`src/rtl/pcipar_pkg.sv`:
```
package pcipar_pkg;
  localparam int unsigned PCI_AD_W   = 32;
  localparam int unsigned PCI_BE_W   = 4;
  localparam int unsigned RST_STAGES = 2;

  // One clock of pending parity comparison
  typedef struct packed {
    logic pend;   // a comparison is due at the next edge
    logic calc;   // parity computed from the sampled bus
    logic spec;   // phase belonged to a special cycle
  } chk_t;

  localparam chk_t CHK_IDLE = '{pend: 1'b0, calc: 1'b0, spec: 1'b0};
endpackage

```
`src/rtl/pcipar_rst_sync.sv`:
```
module pcipar_rst_sync #(
  parameter int unsigned STAGES = 2
) (
  input  logic clk,
  input  logic rst_n,
  output logic rst_n_s
);
  logic [STAGES-1:0] sync_q;

  always_ff @(posedge clk or negedge rst_n) begin
    if (!rst_n) sync_q <= '0;
    else        sync_q <= {sync_q[STAGES-2:0], 1'b1};
  end

  assign rst_n_s = sync_q[STAGES-1];
endmodule

```
`src/rtl/pcipar_rd_gen.sv`:
```
module pcipar_rd_gen
  import pcipar_pkg::*;
#(
  parameter int unsigned AD_W = PCI_AD_W,
  parameter int unsigned BE_W = PCI_BE_W
) (
  input  logic            clk,
  input  logic            rst_n,
  input  logic [AD_W-1:0] ad_i,
  input  logic [BE_W-1:0] cbe_n_i,
  input  logic            trdy_n_i,
  input  logic            tgt_sel_i,
  input  logic            rd_i,
  input  logic            io_en_i,
  output logic            par_o,
  output logic            par_oe_o
);
  logic drive;
  logic par_d, oe_d;
  logic par_q, oe_q;

  always_comb begin
    drive = !trdy_n_i && tgt_sel_i && rd_i && io_en_i;
    oe_d  = drive;
    par_d = ^{ad_i, cbe_n_i};
  end

  always_ff @(posedge clk or negedge rst_n) begin
    if (!rst_n) begin
      oe_q  <= 1'b0;
      par_q <= 1'b0;
    end else begin
      oe_q <= oe_d;
      if (drive) par_q <= par_d;
    end
  end

  assign par_o    = par_q;
  assign par_oe_o = oe_q;

  assert_par_oe_cause_R2: assert property (@(posedge clk) disable iff (!rst_n)
    par_oe_o |-> $past(!trdy_n_i && rd_i && tgt_sel_i && io_en_i));
  assert_par_even_R1: assert property (@(posedge clk) disable iff (!rst_n)
    par_oe_o |-> ($countones({$past(ad_i), $past(cbe_n_i), par_o}) % 2 == 0));
endmodule

```
`src/rtl/pcipar_addr_chk.sv`:
```
module pcipar_addr_chk
  import pcipar_pkg::*;
#(
  parameter int unsigned AD_W = PCI_AD_W,
  parameter int unsigned BE_W = PCI_BE_W
) (
  input  logic            clk,
  input  logic            rst_n,
  input  logic [AD_W-1:0] ad_i,
  input  logic [BE_W-1:0] cbe_n_i,
  input  logic            frame_n_i,
  input  logic            par_i,
  input  logic            serr_en_i,
  output logic            serr_pull_o,
  output logic            serr_evt_o
);
  logic frame_q;
  chk_t pend_d, pend_q;
  logic mism, serr_d, serr_q;

  always_comb begin
    pend_d.pend = !frame_n_i && frame_q;
    pend_d.calc = ^{ad_i, cbe_n_i};
    pend_d.spec = 1'b0;
    mism        = pend_q.pend && (pend_q.calc != par_i);
    serr_d      = mism && serr_en_i;
  end

  always_ff @(posedge clk or negedge rst_n) begin
    if (!rst_n) begin
      frame_q <= 1'b1;
      pend_q  <= CHK_IDLE;
      serr_q  <= 1'b0;
    end else begin
      frame_q <= frame_n_i;
      pend_q  <= pend_d;
      serr_q  <= serr_d;
    end
  end

  assign serr_pull_o = serr_q;
  assign serr_evt_o  = serr_q;

  assert_serr_enabled_R3: assert property (@(posedge clk) disable iff (!rst_n)
    serr_pull_o |-> $past(serr_en_i));
  assert_serr_after_frame_R3: assert property (@(posedge clk) disable iff (!rst_n)
    serr_pull_o |-> $past(!frame_n_i, 2));
endmodule

```
`src/rtl/pcipar_data_chk.sv`:
```
module pcipar_data_chk
  import pcipar_pkg::*;
#(
  parameter int unsigned AD_W = PCI_AD_W,
  parameter int unsigned BE_W = PCI_BE_W
) (
  input  logic            clk,
  input  logic            rst_n,
  input  logic [AD_W-1:0] ad_i,
  input  logic [BE_W-1:0] cbe_n_i,
  input  logic            irdy_n_i,
  input  logic            trdy_n_i,
  input  logic            tgt_sel_i,
  input  logic            rd_i,
  input  logic            special_i,
  input  logic            par_i,
  input  logic            perr_en_i,
  output logic            perr_n_o,
  output logic            perr_oe_o,
  output logic            dperr_evt_o
);
  chk_t pend_d, pend_q;
  logic mism;
  logic perr_d, perr_q;
  logic hold_d, hold_q;
  logic evt_d, evt_q;

  always_comb begin
    pend_d.pend = !irdy_n_i && !trdy_n_i && tgt_sel_i && !rd_i;
    pend_d.calc = ^{ad_i, cbe_n_i};
    pend_d.spec = special_i;
    mism        = pend_q.pend && !pend_q.spec && (pend_q.calc != par_i);
    evt_d       = mism;
    perr_d      = mism && perr_en_i;
    hold_d      = perr_q && !perr_d;
  end

  always_ff @(posedge clk or negedge rst_n) begin
    if (!rst_n) begin
      pend_q <= CHK_IDLE;
      perr_q <= 1'b0;
      hold_q <= 1'b0;
      evt_q  <= 1'b0;
    end else begin
      pend_q <= pend_d;
      perr_q <= perr_d;
      hold_q <= hold_d;
      evt_q  <= evt_d;
    end
  end

  assign perr_n_o    = !perr_q;
  assign perr_oe_o   = perr_q || hold_q;
  assign dperr_evt_o = evt_q;

  assert_perr_enabled_R5: assert property (@(posedge clk) disable iff (!rst_n)
    !perr_n_o |-> $past(perr_en_i));
  assert_perr_completed_R6: assert property (@(posedge clk) disable iff (!rst_n)
    !perr_n_o |-> $past(!irdy_n_i && !trdy_n_i && tgt_sel_i && !rd_i, 2));
  assert_perr_not_special_R7: assert property (@(posedge clk) disable iff (!rst_n)
    dperr_evt_o |-> !$past(special_i, 2));
  assert_perr_release_high_R9: assert property (@(posedge clk) disable iff (!rst_n)
    $fell(perr_oe_o) |-> $past(perr_n_o));
endmodule

```
`src/rtl/pcipar_unit.sv`:
```
module pcipar_unit
  import pcipar_pkg::*;
#(
  parameter int unsigned AD_W = PCI_AD_W,
  parameter int unsigned BE_W = PCI_BE_W
) (
  input  logic            clk,
  input  logic            rst_n,
  input  logic [AD_W-1:0] ad_i,
  input  logic [BE_W-1:0] cbe_n_i,
  input  logic            frame_n_i,
  input  logic            irdy_n_i,
  input  logic            trdy_n_i,
  input  logic            par_i,
  input  logic            tgt_sel_i,
  input  logic            rd_i,
  input  logic            special_i,
  input  logic            io_en_i,
  input  logic            perr_en_i,
  input  logic            serr_en_i,
  output logic            par_o,
  output logic            par_oe_o,
  output logic            perr_n_o,
  output logic            perr_oe_o,
  output logic            serr_pull_o,
  output logic            dperr_evt_o,
  output logic            serr_evt_o
);
  logic rst_n_s;

  pcipar_rst_sync #(.STAGES(RST_STAGES)) rst_sync_i (
    .clk(clk), .rst_n(rst_n), .rst_n_s(rst_n_s)
  );

  pcipar_rd_gen #(.AD_W(AD_W), .BE_W(BE_W)) rd_gen_i (
    .clk(clk), .rst_n(rst_n_s), .ad_i(ad_i), .cbe_n_i(cbe_n_i),
    .trdy_n_i(trdy_n_i), .tgt_sel_i(tgt_sel_i), .rd_i(rd_i),
    .io_en_i(io_en_i), .par_o(par_o), .par_oe_o(par_oe_o)
  );

  pcipar_addr_chk #(.AD_W(AD_W), .BE_W(BE_W)) addr_chk_i (
    .clk(clk), .rst_n(rst_n_s), .ad_i(ad_i), .cbe_n_i(cbe_n_i),
    .frame_n_i(frame_n_i), .par_i(par_i), .serr_en_i(serr_en_i),
    .serr_pull_o(serr_pull_o), .serr_evt_o(serr_evt_o)
  );

  pcipar_data_chk #(.AD_W(AD_W), .BE_W(BE_W)) data_chk_i (
    .clk(clk), .rst_n(rst_n_s), .ad_i(ad_i), .cbe_n_i(cbe_n_i),
    .irdy_n_i(irdy_n_i), .trdy_n_i(trdy_n_i), .tgt_sel_i(tgt_sel_i),
    .rd_i(rd_i), .special_i(special_i), .par_i(par_i),
    .perr_en_i(perr_en_i), .perr_n_o(perr_n_o), .perr_oe_o(perr_oe_o),
    .dperr_evt_o(dperr_evt_o)
  );

  assert_reset_idle_R10: assert property (@(posedge clk)
    !rst_n_s |=> !(par_oe_o || perr_oe_o || serr_pull_o || dperr_evt_o || serr_evt_o) || !rst_n_s);
  assert_serr_evt_pair_R4: assert property (@(posedge clk) disable iff (!rst_n_s)
    serr_evt_o |-> (serr_pull_o && $past(serr_en_i)));
endmodule

```
`config.mk`:
```
export PLATFORM = sky130hd
export DESIGN_NAME = pcipar_unit
export DESIGN_NICKNAME = d
export VERILOG_FILES = /design/src/rtl/pcipar_pkg.sv /design/src/rtl/pcipar_rst_sync.sv /design/src/rtl/pcipar_rd_gen.sv /design/src/rtl/pcipar_addr_chk.sv /design/src/rtl/pcipar_data_chk.sv /design/src/rtl/pcipar_unit.sv
export SDC_FILE = /design/constraint.sdc
export NUM_CORES = 1
export LEC_CHECK = 0
export ABC_AREA = 1
export ABC_CLOCK_PERIOD_IN_PS = 1660
export BUFFER_PORTS_ARGS = -buffer_cell sky130_fd_sc_hd__clkbuf_2
export CORE_ASPECT_RATIO = 1.75
export CORE_MARGIN = 2
export CORE_UTILIZATION = 32
export CTS_CLUSTER_DIAMETER = 60
export CTS_CLUSTER_SIZE = 24
export DETAILED_ROUTE_END_ITERATION = 8
export PLACE_DENSITY = 0.68
export SLEW_MARGIN = 0
export SYNTH_ARGS = -nofsm -noshare
export SYNTH_HDL_FRONTEND = slang
export SYNTH_SLANG_ARGS = --single-unit
```
`constraint.sdc`:
```
create_clock -name clk -period 1.66 [get_ports clk]
set_input_delay 0.249 -clock clk [delete_from_list [all_inputs] [get_ports clk]]
set_output_delay 0.249 -clock clk [all_outputs]
set_load 0.005 [all_outputs]
```
==> impl_metrics.csv <==
group,metric,value,unit
outcome,status,"completed",
drt,drc_errors,0,
synth,syn-num-nets,310,
pwr,cell_internal_pwr,0.000670,W
floorplanning,core-area,4110,um2
pwr,combPwrFrac,37.5,%
sta,rsz0062_at_grt,"no",
pwr,powerDensity,573,nW/um2
floorplanning,initial_core_util,33.0,%
drt,wl_met2,1470,um
global_route,grt_pass1_wl,4580,um
cells_and_area,final_cell_mix,"nand2_1, clkbuf_2, inv_1",
cts,clk_pin_slew,0.05,ns
pwr,switching_share,32.6,%
synth,ys_warn_count,0,
hold_path,min_path_type,"input port to flop",
cts,tritoncts,"yes",
sta,fin_skew,0.00170,ns
cts,cts_buffers,3,
place,gp_congestion,0.826,
cells_and_area,syn_to_final_growth,28.0,%
critical_path,start_kind,"flop",
cells_and_area,mostFrequentLayoutCell,"nand2_1",
cells_and_area,design_area,1740,um2
drt,routed_wirelength,2550,um
floorplanning,row_count,31,
sta,setup_viol,0,
cells_and_area,diodes,0,
cells_and_area,nets,369,
drt,drtIter0Drc,16,
place,place_hpwl,2380,um
cts,hold_buffers,1,
cts,cts_resized,0,
pwr,power.switching,0.000325,W
pwr,p_leak,1.22,nW
global_route,grt_pass1_vias,1316,
place,placed_cell_area,1680,um2
drt,wl_met3,116,um
sta,fin_tns_setup,0,ns
synth,syn_avg_cell_area,5.18,um2
drt,dr.max_layer_used,"met4",
synth,synth_cell_types,17,
global_route,grt_overflow,0,
pwr,pwr-share-seq,36.0,%
floorplanning,die_w,53.2,um
cts,cts_setup_buffers,0,
synth,syn-instance-count,262,
place,io_buffer_count,54,
critical_path,r2r_slack,0.49,ns
cts,cts_buffer_depth,2,
floorplanning,boundaryPins,55,
synth,syn_area,1360,um2
drt,wl_per_cell,6.91,um
synth,synth_seq_area_share,24.1,%
critical_path,criticalPathCategory,"flop to primary output",
job,drv_cap,0,
drt,detail-route-antenna-nets,0,
sta,final.min_clock_period,1.25,ns
floorplanning,die_area,4800,um2
sta,finalHoldViolCount,0,
pwr,ir_drop,0.397,mV
global_route,grt_usage,11.7,%
sta,maxSlewViolCount,0,
global_route,grt_antenna_before_repair,0,
sta,max_freq,803,MHz
pwr,pwr-share-clk,26.6,%
floorplanning,dieHeight,90.1,um
critical_path,cp_data_arrival_time,1.00,ns
critical_path,worst_ep_required_time,1.41,ns
drt,dr.pass1.iters,4,
sta,holdWs,0.113,ns
pwr,total_power,0.000995,W
drt,viasPerCell,4.15,
synth,ys_seq_elements,13,
cells_and_area,drive_above_1_share,28.1,%
cts,h-tree-depth,1,
critical_path,critPathMaxFanout,2,
cts,cts.sinks,13,
cts,clkLatencyLatePin,0.23,ns
sta,period_share,75.1,%
drt,vias,1532,
global_route,grt_max_degree,12,
cts,root_buffer,"clkbuf_8",
critical_path,end_kind,"primary output",
drt,wl_met1,941,um
-- state kept, by name, summed over array words and instances (netlist names) --
| name | flops |
|---|---|
| data_chk_i.hold_q | 1 |
| data_chk_i.pend_q | 3 |
| addr_chk_i.pend_q | 1 |
| rd_gen_i.par_o | 1 |
| rst_sync_i.sync_q | 2 |
| addr_chk_i.serr_evt_o | 1 |
| data_chk_i.perr_q | 1 |
| data_chk_i.dperr_evt_o | 1 |
| addr_chk_i.frame_q | 1 |
| rd_gen_i.par_oe_o | 1 |
-- cells by family (layout without fill, tap and decap cells) --
| family | after synthesis | in the layout | synth area share [%] |
|---|---|---|---|
| other | 1 | 1 | 0.276 |
| and+or+nand+nor | 198 | 198 | 60.1 |
| DFF | 13 | 13 | 24.1 |
| buffers and inverters | 46 | 104 | 13.0 |
| xor gates and xnor gates | 4 | 4 | 2.58 |
-- power by group through the flow --
| stage | clock network, W | registers [W] | logic (W) |
|---|---|---|---|
| floorplan | 0 | 0.000362 | 0.000256 |
| global placement | 0 | 0.000363 | 0.000368 |
| CTS | 0.000273 | 0.000359 | 0.000380 |
| detailed placement | 0 | 0.000364 | 0.000377 |
| global route | 0.000292 | 0.000362 | 0.000443 |
| finish | 0.000264 | 0.000358 | 0.000373 |
-- critical path: stages (launching register included) --
cell and delay, ns:
dfrtp_1 0.37, or2_2 0.29, clkbuf_2 0.11
-- metrics by stage --
stage | utilization, % | setup WS, ns | cells
global placement | 40.9 | 0.301 | 364
global route | 42.2 | 0.314 | 369
floorplan | - | 0.477 | 262
finish | 42.2 | 0.414 | 369
CTS | 42.2 | 0.404 | 369
detailed placement | 40.9 | 0.268 | 364
-- layout make-up --
cell class / instances / area [um2]
Timing Repair Buffer: 55 / 280
Fill cell: 490 / 2380
Sequential cell: 13 / 327
Tap cell: 49 / 61.3
Clock buffer: 4 / 45.0
Inverter: 45 / 169
Multi-Input combinational cell: 203 / 853
-- synth_stat cells --
cell,number,area share [%]
conb_1,1,0.28
nand2_1,162,45
buf_4,1,0.55
xnor2_1,2,1.3
nor4_1,1,0.46
nor3_1,1,0.37
dfrtp_1,12,22
and2_1,2,0.92
xor2_1,2,1.3
nand2_2,19,8.8
dfstp_2,1,1.9
or2_2,2,0.92
inv_2,10,2.8
nor2_2,1,0.46
nor2_1,4,1.1
nand3_1,6,2.2
inv_1,35,9.7
-- path summary, 6_finish.rpt --
path                                                start                               to  cells past startpoint
min in group asynchronous  rst_sync_i.sync_q[1]$_DFF_PN0_  addr_chk_i.serr_evt_o$_DFF_PN0_                      0
max in group asynchronous  rst_sync_i.sync_q[1]$_DFF_PN0_     addr_chk_i.frame_q$_DFF_PN1_                      0
min                                             frame_n_i     addr_chk_i.frame_q$_DFF_PN1_                      1
max                           data_chk_i.perr_q$_DFF_PN0_                        perr_oe_o                      2
max reg2reg                data_chk_i.pend_q[1]$_DFF_PN0_      data_chk_i.hold_q$_DFF_PN0_                      5
min reg2reg                rst_sync_i.sync_q[1]$_DFF_PN0_  addr_chk_i.serr_evt_o$_DFF_PN0_                      0
-- metal layers --
| metal | track usage, % | up-vias |
|---|---|---|
| met3 | 0.664 | 2 |
| met2 | 23.8 | 29 |
| met1 | 11.5 | 634 |
| met5 | 0 | - |
| li1 | - | 867 |
| met4 | 3.21 | 0 |
(Power assumes the default switching activity.)
